--- src/rtl/dispwin_pkg.sv ---
package dispwin_pkg;

  localparam int BUS_DW     = 32;
  localparam int LP_PORT_W  = 10;
  localparam int IX_IDX_W   = 4;
  localparam int ID_AW      = 10;
  localparam int OFF_W      = 10;
  localparam int STEP_W     = 3;

  localparam int unsigned ID_BASE  = 32'h000;
  localparam int unsigned ID_SPAN  = 32'h400;
  localparam int unsigned LP_BASE  = 32'h400;
  localparam int unsigned LP_SPAN  = 32'h020;
  localparam int unsigned IX_BASE  = 32'h500;
  localparam int unsigned IX_SPAN  = 32'h018;
  localparam int unsigned EXT_BASE = 32'h600;
  localparam int unsigned EXT_SPAN = 32'h008;

  localparam int unsigned LP_PORT_BASE  = 32'h3C0;
  localparam int unsigned EXT_SIZE_OFF  = 0;
  localparam int unsigned EXT_ORDER_OFF = 4;
  localparam logic [BUS_DW-1:0] ORDER_BIG    = 32'hBEBE_BEBE;
  localparam logic [BUS_DW-1:0] ORDER_LITTLE = 32'h1E1E_1E1E;

  typedef enum logic [2:0] {
    RG_NONE,
    RG_ID,
    RG_LP,
    RG_IX,
    RG_EXT
  } region_e;

  function automatic logic [2:0] size_bytes(input logic [1:0] sz);
    case (sz)
      2'd0:    return 3'd1;
      2'd1:    return 3'd2;
      default: return 3'd4;
    endcase
  endfunction

  function automatic logic [BUS_DW-1:0] size_mask(input logic [1:0] sz);
    case (sz)
      2'd0:    return 32'h0000_00FF;
      2'd1:    return 32'h0000_FFFF;
      default: return 32'hFFFF_FFFF;
    endcase
  endfunction

  function automatic logic in_win(input int unsigned a, input int unsigned base,
                                  input int unsigned span);
    return (a >= base) && (a < base + span);
  endfunction

endpackage

--- src/rtl/dispwin_decode.sv ---
module dispwin_decode
  import dispwin_pkg::*;
#(
  parameter int ADDR_W = 11,
  parameter int EXT_EN = 1,
  parameter int ID_EN  = 1
) (
  input  logic [ADDR_W-1:0] addr,
  input  logic [1:0]        size,
  input  logic              write,
  output region_e           region,
  output logic [OFF_W-1:0]  offset,
  output logic [STEP_W-1:0] steps
);

  logic [2:0]  nbytes;
  int unsigned a_u;

  assign nbytes = size_bytes(size);
  assign a_u    = 32'(addr);

  always_comb begin
    region = RG_NONE;
    offset = '0;
    steps  = '0;
    if ((ID_EN != 0) && in_win(a_u, ID_BASE, ID_SPAN)) begin
      region = RG_ID;
      offset = OFF_W'(a_u - ID_BASE);
      steps  = write ? '0 : STEP_W'(nbytes);
    end else if (in_win(a_u, LP_BASE, LP_SPAN)) begin
      region = RG_LP;
      offset = OFF_W'(a_u - LP_BASE);
      steps  = STEP_W'(nbytes);
    end else if (in_win(a_u, IX_BASE, IX_SPAN)) begin
      region = RG_IX;
      offset = OFF_W'(a_u - IX_BASE);
      steps  = (nbytes == 3'd4) ? STEP_W'(4) : STEP_W'(2);
    end else if ((EXT_EN != 0) && in_win(a_u, EXT_BASE, EXT_SPAN) && (nbytes == 3'd4)) begin
      region = RG_EXT;
      offset = OFF_W'(a_u - EXT_BASE);
      steps  = STEP_W'(1);
    end
  end

endmodule

--- src/rtl/dispwin_extbank.sv ---
module dispwin_extbank
  import dispwin_pkg::*;
(
  input  logic              clk,
  input  logic              rst_n,
  input  logic [2:0]        offset,
  input  logic              we,
  input  logic [BUS_DW-1:0] wdata,
  output logic [BUS_DW-1:0] rdata,
  output logic              big_endian
);

  always_ff @(posedge clk) begin
    if (!rst_n) begin
      big_endian <= 1'b0;
    end else if (we && (offset == 3'(EXT_ORDER_OFF))) begin
      if (wdata == ORDER_BIG) begin
        big_endian <= 1'b1;
      end else if (wdata == ORDER_LITTLE) begin
        big_endian <= 1'b0;
      end
    end
  end

  always_comb begin
    if (offset == 3'(EXT_SIZE_OFF)) begin
      rdata = BUS_DW'(EXT_SPAN);
    end else if (offset == 3'(EXT_ORDER_OFF)) begin
      rdata = big_endian ? ORDER_BIG : ORDER_LITTLE;
    end else begin
      rdata = '0;
    end
  end

  // the flag may only move after an exact code written to the order register
  assert_flag_by_code_R8: assert property (@(posedge clk) disable iff (!rst_n)
    !$stable(big_endian) |-> ($past(we) && ($past(offset) == 3'(EXT_ORDER_OFF)) &&
                              (($past(wdata) == ORDER_BIG) || ($past(wdata) == ORDER_LITTLE))));

endmodule

--- src/rtl/dispwin_seq.sv ---
module dispwin_seq
  import dispwin_pkg::*;
(
  input  logic                 clk,
  input  logic                 rst_n,
  input  logic                 bus_valid,
  input  logic                 bus_write,
  input  logic [BUS_DW-1:0]    bus_wdata,
  input  region_e              region,
  input  logic [OFF_W-1:0]     offset,
  input  logic [STEP_W-1:0]    steps,
  output logic                 bus_ready,
  output logic [BUS_DW-1:0]    acc,
  output logic                 lp_rd,
  output logic                 lp_wr,
  output logic [LP_PORT_W-1:0] lp_port,
  output logic [7:0]           lp_wdata,
  input  logic [7:0]           lp_rdata,
  output logic                 ix_sel,
  output logic                 ix_rd,
  output logic                 ix_wr,
  output logic [IX_IDX_W-1:0]  ix_index,
  output logic [15:0]          ix_wdata,
  input  logic [15:0]          ix_rdata,
  output logic                 id_rd,
  output logic [ID_AW-1:0]     id_addr,
  input  logic [7:0]           id_rdata,
  output logic                 ext_we,
  input  logic [BUS_DW-1:0]    ext_rdata
);

  typedef enum logic [1:0] {ST_IDLE, ST_STEP, ST_DONE} state_e;

  state_e            state;
  logic [STEP_W-1:0] step;
  logic              active;
  logic              phase;
  logic              unit;
  logic [1:0]        lane;

  assign active    = (state == ST_STEP);
  assign phase     = step[0];
  assign unit      = step[1];
  assign lane      = step[1:0];
  assign bus_ready = (state == ST_DONE);

  // strobes, one per cycle, driven from the current step
  assign lp_rd    = active && (region == RG_LP) && !bus_write;
  assign lp_wr    = active && (region == RG_LP) && bus_write;
  assign lp_port  = LP_PORT_W'(LP_PORT_BASE) + LP_PORT_W'(offset) + LP_PORT_W'(step);
  assign lp_wdata = bus_wdata[8*lane +: 8];

  assign ix_sel   = active && (region == RG_IX) && !phase;
  assign ix_rd    = active && (region == RG_IX) && phase && !bus_write;
  assign ix_wr    = active && (region == RG_IX) && phase && bus_write;
  assign ix_index = IX_IDX_W'(offset >> 1) + IX_IDX_W'(unit);
  assign ix_wdata = bus_wdata[16*unit +: 16];

  assign id_rd    = active && (region == RG_ID);
  assign id_addr  = ID_AW'(offset) + ID_AW'(step);

  assign ext_we   = active && (region == RG_EXT) && bus_write;

  always_ff @(posedge clk) begin
    if (!rst_n) begin
      state <= ST_IDLE;
      step  <= '0;
      acc   <= '0;
    end else begin
      case (state)
        ST_IDLE: begin
          if (bus_valid) begin
            step  <= '0;
            acc   <= (region == RG_NONE) ? '1 : '0;
            state <= (steps == '0) ? ST_DONE : ST_STEP;
          end
        end
        ST_STEP: begin
          case (region)
            RG_LP:   if (!bus_write) acc[8*lane +: 8] <= lp_rdata;
            RG_IX:   if (!bus_write && phase) acc[16*unit +: 16] <= ix_rdata;
            RG_ID:   acc[8*lane +: 8] <= id_rdata;
            RG_EXT:  if (!bus_write) acc <= ext_rdata;
            default: ;
          endcase
          step <= step + 1'b1;
          if (step == STEP_W'(steps - 1'b1)) begin
            state <= ST_DONE;
          end
        end
        default: begin
          if (bus_valid) begin
            state <= ST_IDLE;
          end
        end
      endcase
    end
  end

  assert_one_strobe_R11: assert property (@(posedge clk) disable iff (!rst_n)
    $onehot0({lp_rd, lp_wr, ix_sel, ix_rd, ix_wr, id_rd}));

  assert_strobe_in_request_R11: assert property (@(posedge clk) disable iff (!rst_n)
    (lp_rd || lp_wr || ix_sel || ix_rd || ix_wr || id_rd) |-> bus_valid);

  assert_ready_single_R11: assert property (@(posedge clk) disable iff (!rst_n)
    (bus_ready && bus_valid) |=> !bus_ready);

  assert_index_before_data_R4: assert property (@(posedge clk) disable iff (!rst_n)
    (ix_rd || ix_wr) |-> ($past(ix_sel) && (ix_index == $past(ix_index))));

  assert_port_ascending_R2: assert property (@(posedge clk) disable iff (!rst_n)
    (lp_wr && $past(lp_wr)) |-> (lp_port == LP_PORT_W'($past(lp_port) + 1'b1)));

endmodule

--- src/rtl/dispwin_top.sv ---
module dispwin_top
  import dispwin_pkg::*;
#(
  parameter int ADDR_W = 11,
  parameter int EXT_EN = 1,
  parameter int ID_EN  = 1
) (
  input  logic                 clk,
  input  logic                 rst_n,
  input  logic                 bus_valid,
  output logic                 bus_ready,
  input  logic                 bus_write,
  input  logic [ADDR_W-1:0]    bus_addr,
  input  logic [1:0]           bus_size,
  input  logic [BUS_DW-1:0]    bus_wdata,
  output logic [BUS_DW-1:0]    bus_rdata,
  output logic                 lp_rd,
  output logic                 lp_wr,
  output logic [LP_PORT_W-1:0] lp_port,
  output logic [7:0]           lp_wdata,
  input  logic [7:0]           lp_rdata,
  output logic                 ix_sel,
  output logic                 ix_rd,
  output logic                 ix_wr,
  output logic [IX_IDX_W-1:0]  ix_index,
  output logic [15:0]          ix_wdata,
  input  logic [15:0]          ix_rdata,
  output logic                 id_rd,
  output logic [ID_AW-1:0]     id_addr,
  input  logic [7:0]           id_rdata,
  output logic                 fb_big_endian,
  output logic [7:0]           revision
);

  region_e           region;
  logic [OFF_W-1:0]  offset;
  logic [STEP_W-1:0] steps;
  logic [BUS_DW-1:0] acc;
  logic              ext_we;
  logic [BUS_DW-1:0] ext_rdata;

  dispwin_decode #(.ADDR_W(ADDR_W), .EXT_EN(EXT_EN), .ID_EN(ID_EN)) u_decode (
    .addr   (bus_addr),
    .size   (bus_size),
    .write  (bus_write),
    .region (region),
    .offset (offset),
    .steps  (steps)
  );

  dispwin_seq u_seq (
    .clk       (clk),
    .rst_n     (rst_n),
    .bus_valid (bus_valid),
    .bus_write (bus_write),
    .bus_wdata (bus_wdata),
    .region    (region),
    .offset    (offset),
    .steps     (steps),
    .bus_ready (bus_ready),
    .acc       (acc),
    .lp_rd     (lp_rd),
    .lp_wr     (lp_wr),
    .lp_port   (lp_port),
    .lp_wdata  (lp_wdata),
    .lp_rdata  (lp_rdata),
    .ix_sel    (ix_sel),
    .ix_rd     (ix_rd),
    .ix_wr     (ix_wr),
    .ix_index  (ix_index),
    .ix_wdata  (ix_wdata),
    .ix_rdata  (ix_rdata),
    .id_rd     (id_rd),
    .id_addr   (id_addr),
    .id_rdata  (id_rdata),
    .ext_we    (ext_we),
    .ext_rdata (ext_rdata)
  );

  generate
    if (EXT_EN != 0) begin : g_ext
      dispwin_extbank u_ext (
        .clk        (clk),
        .rst_n      (rst_n),
        .offset     (offset[2:0]),
        .we         (ext_we),
        .wdata      (bus_wdata),
        .rdata      (ext_rdata),
        .big_endian (fb_big_endian)
      );
    end else begin : g_noext
      assign ext_rdata     = '0;
      assign fb_big_endian = 1'b0;
    end
  endgenerate

  assign bus_rdata = acc & size_mask(bus_size);
  assign revision  = (EXT_EN != 0) ? 8'd2 : 8'd1;

endmodule

--- config.mk ---
export PLATFORM = sky130hd
export DESIGN_NAME = dispwin_top
export DESIGN_NICKNAME = d
export VERILOG_FILES = /design/src/rtl/dispwin_pkg.sv /design/src/rtl/dispwin_decode.sv /design/src/rtl/dispwin_extbank.sv /design/src/rtl/dispwin_seq.sv /design/src/rtl/dispwin_top.sv
export SDC_FILE = /design/constraint.sdc
export NUM_CORES = 1
export LEC_CHECK = 0
export ABC_AREA = 1
export BUFFER_PORTS_ARGS = -buffer_cell sky130_fd_sc_hd__buf_2
export CORE_AREA = 4 4 118 120
export DETAILED_ROUTE_END_ITERATION = 10
export DIE_AREA = 0 0 122 124
export PLACE_DENSITY = 0.73
export SYNTH_ARGS = -nofsm -noshare
export SYNTH_HDL_FRONTEND = slang
export SYNTH_SLANG_ARGS = --single-unit
--- constraint.sdc ---
create_clock -name clk -period 4.25 [get_ports clk]
set_input_delay 0.425 -clock clk [delete_from_list [all_inputs] [get_ports clk]]
set_output_delay 0.425 -clock clk [all_outputs]
set_load 0.02 [all_outputs]
==> impl_metrics.yaml <==
sta:
  rsz0062_at_grt: "false"
  holdWs_ps: 445
  fmax_mhz: 292
  period_minus_slack_ps: 3420
  hold_viol_final: 0
  finalSetupViolCount: 0
  slew_headroom_pct: 37.8
  clock_skew_ps: 5.22
  tightest_slew_ps: 929
  fin_crit_sh_pct: 80.6
  worst_slack_ps: 825
  drv_slew: 0
  fin_setup_tns_ps: 0
floorplanning:
  ioPinCount: 177
  initial_utilization_pct: 37.0
  dieArea_um2: 15100
  die_width_um: 122
  rows: 42
  dieHeight_um: 124
  core_area_um2: 13000
logic_synthesis:
  synth_cells: 887
  ys_types: 35
  synth_compound_area_share_pct: 18.8
  synth_area_um2: 4810
  synth_xor_area_share_pct: 2.55
  synth-seq-cells: 38
  synthSimpleGateAreaFrac_pct: 44.4
  syn_area_per_cell_um2: 5.42
  yosys_warnings: 0
  synth_top_family_by_area: "simple AND/OR/NAND/NOR gates"
  synthMuxAreaShare_pct: 0
  synth_seq_area_share_pct: 15.8
  synthAdderAreaFrac_pct: 3.28
worst_setup_path:
  critical_path.top_delay_family: "simple AND/OR/NAND/NOR gates"
  crit_path_top_delay_cell: "ha_1"
  arrival_ps: 3000
  path_buf_inv: 2
  critical_path_class: "input pin to primary output"
  endpoint_kind: "primary output"
  crit_top_cell: "nand2_1"
  cp_max_fo: 21
  cp.required_ps: 3830
  slowest_delay_ps: 340
  cp-start-kind: "input pin"
  crit_chain: "buf_2 > nand3_1 > nor2_1 > nand2_1 > nand2_1 > nor2_2 > nor2_2 > ha_1 > nand2_1 > nand2_1 > a31oi_1 > nor2_1 > nand3_1 > nor2_1 > nand3_1 > xor2_1 > buf_2"
layout:
  nets: 1102
  diodes: 0
  drive_gt1_share_pct: 20.7
  fin_cells: 1185
  area_delta_synth_final_pct: 20.5
run:
  maxCapViolCount: 0
power:
  p_sw_uw: 676
  worst_ir_drop_vdd_uv: 156
  cellLeakagePower_uw: 0.00312
  power_frac_clock_pct: 28.1
  pwr-share-seq_pct: 27.2
  p_int_uw: 929
  comb_power_share_pct: 44.7
  swShare_pct: 42.1
  cellPowerDensity_nw_per_um2: 277
route:
  drt-vias-per-instance: 5.24
  drt_iter0_drc: 863
  via_count: 6214
  drt-wirelength-per-cell_um: 14.8
  drc: 0
  final_antenna_net_count: 0
  route.final.wire_length_mm: 17.6
  first_pass_iters: 6
grt:
  antenna_found_initial: 0
  grt_overflow: 0
  grt_max_degree: 60
  grt_pass1_wl_mm: 27.3
  grt_use_total_pct: 22.3
  grt_pass1_vias: 5224
cts:
  clkTransAtPathRegs_ps: 60
  cts_sinks: 38
  cts_max_level: 2
  cts_tree: "done"
  insertion_delay_ps: 290
  clock_path_buffers: 2
  cts_buffers: 5
  cts.hold.buffers_added: 0
  postCtsSetupBuffers: 0
  cts_repair_resize_count: 0
  cts-root-buf: "clkbuf_16"
status:
  status: "completed"
placement:
  dp.cells: 1178
  hpwl_mm: 13.2
  gp_congestion: 0.933
  place_ws_ps: 812
  io_buffers: 168
hold_path:
  holdCritPathClass: "input pin to flip-flop"
metal layers:
metal	share of wire, %	wire (um)	up-vias	track usage [%]
met3	11	1880	42	4.09
met1	45	7840	2702	32.3
met2	42	7440	371	34.1
met5	0	0	-	0
met4	2.3	404	0	5.74
li1	-	-	3099	-
registers in the layout, summed over array words and instances (netlist names):
signal,count
u_seq.state,2
u_seq.acc,32
u_seq.step,3
g_ext.u_ext.big_endian,1
area by class of cell:
cell class / instances / area [um2]
well taps: 176 / 220
inverters: 100 / 375
clock buffers: 6 / 139
flip-flops and latches: 38 / 761
repair buffers: 178 / 916
multi-input cells: 686 / 3350
clock inverters: 1 / 30.0
fillers: 1450 / 7190
worst paths after layout:
| kind | from | to | slack, ps | cells past startpoint |
|---|---|---|---|---|
| setup / recovery | bus_size[1] | id_addr[9] | 830 | 17 |
| hold / removal | bus_valid | u_seq.state[0] | 450 | 3 |
| setup reg to reg | u_seq.step[0] | u_seq.acc[27] | 1080 | 9 |
| hold reg to reg | u_seq.step[2] | u_seq.step[2] | 530 | 1 |
placed cells by master, fill, tap and decap left out, drive strengths merged:
cell	n
nand4	12
buf	178
a31oi	2
nand3b	3
o32ai	1
nor4	4
inv	99
o22ai	17
a21oi	54
o31ai	11
clkbuf	6
clkinv	1
nand3	74
nand2	275
fa	1
dfxtp	38
ha	11
nor3	19
o211ai	8
a22oi	1
xnor2	2
bufinv	1
nor2	107
a211oi	9
conb	8
o21ai	55
xor2	12
cell usage after synthesis (all sizes together):
| master | number | area share [%] |
|---|---|---|
| nand2 | 275 | 22 |
| nor2 | 107 | 9.2 |
| inv | 99 | 7.7 |
| nand3 | 74 | 7.9 |
| o21ai | 55 | 6.0 |
| a21oi | 54 | 5.6 |
| clkbuf | 39 | 3.0 |
| dfxtp | 38 | 16 |
| buf | 30 | 4.1 |
| nor3 | 19 | 2.0 |
| o22ai | 17 | 2.2 |
| nand4 | 12 | 2.8 |
| xor2 | 12 | 2.2 |
| ha | 11 | 2.9 |
| o31ai | 11 | 1.7 |
| a211oi | 9 | 1.4 |
| o211ai | 8 | 1.2 |
| nor4 | 4 | 0.52 |
| nand3b | 3 | 0.47 |
| a31oi | 2 | 0.26 |
| conb | 2 | 0.16 |
| xnor2 | 2 | 0.36 |
| a22oi | 1 | 0.16 |
| clkinv | 1 | 0.078 |
| fa | 1 | 0.42 |
| o32ai | 1 | 0.18 |
logic make-up (layout without fill, tap and decap cells):
| logic type | after synthesis | after routing |
|---|---|---|
| compound gates | 158 | 158 |
| buf+inv | 169 | 285 |
| flops | 38 | 38 |
| fa+ha+maj | 12 | 12 |
| xor+xnor | 14 | 14 |
| simple gates | 494 | 494 |
| other cells | 2 | 8 |
through the flow:
| stage | instance area, um2 | util (%) | total power, uW |
|---|---|---|---|
| after floorplan | 4830 | - | 959 |
| after global placement | 5620 | 43.3 | 1150 |
| after detailed placement | 5620 | 43.3 | 1150 |
| after CTS | 5790 | 44.6 | 1600 |
| after global routing | 5790 | 44.6 | 1700 |
| final | 5790 | 44.6 | 1610 |
worst reg2reg max path, delay by kind of cell, from the launching register on:
kind / cells / cell delay, ps
buffers and inverters: 2 / 1020
adders and majority gates: 1 / 750
and+or+nand+nor: 3 / 540
AOI/OAI and AO/OA: 3 / 420
DFF: 1 / 310
power by group through the flow:
stage               clock [uW]  sequential (uW)  combinational (uW)
finish                     451              437                 718
global route               462              443                 798
CTS                        449              436                 711
detailed placement           0              444                 708
global placement             0              443                 703
floorplan                    0              436                 523
Note: power is estimated with default switching activity, not from simulation.
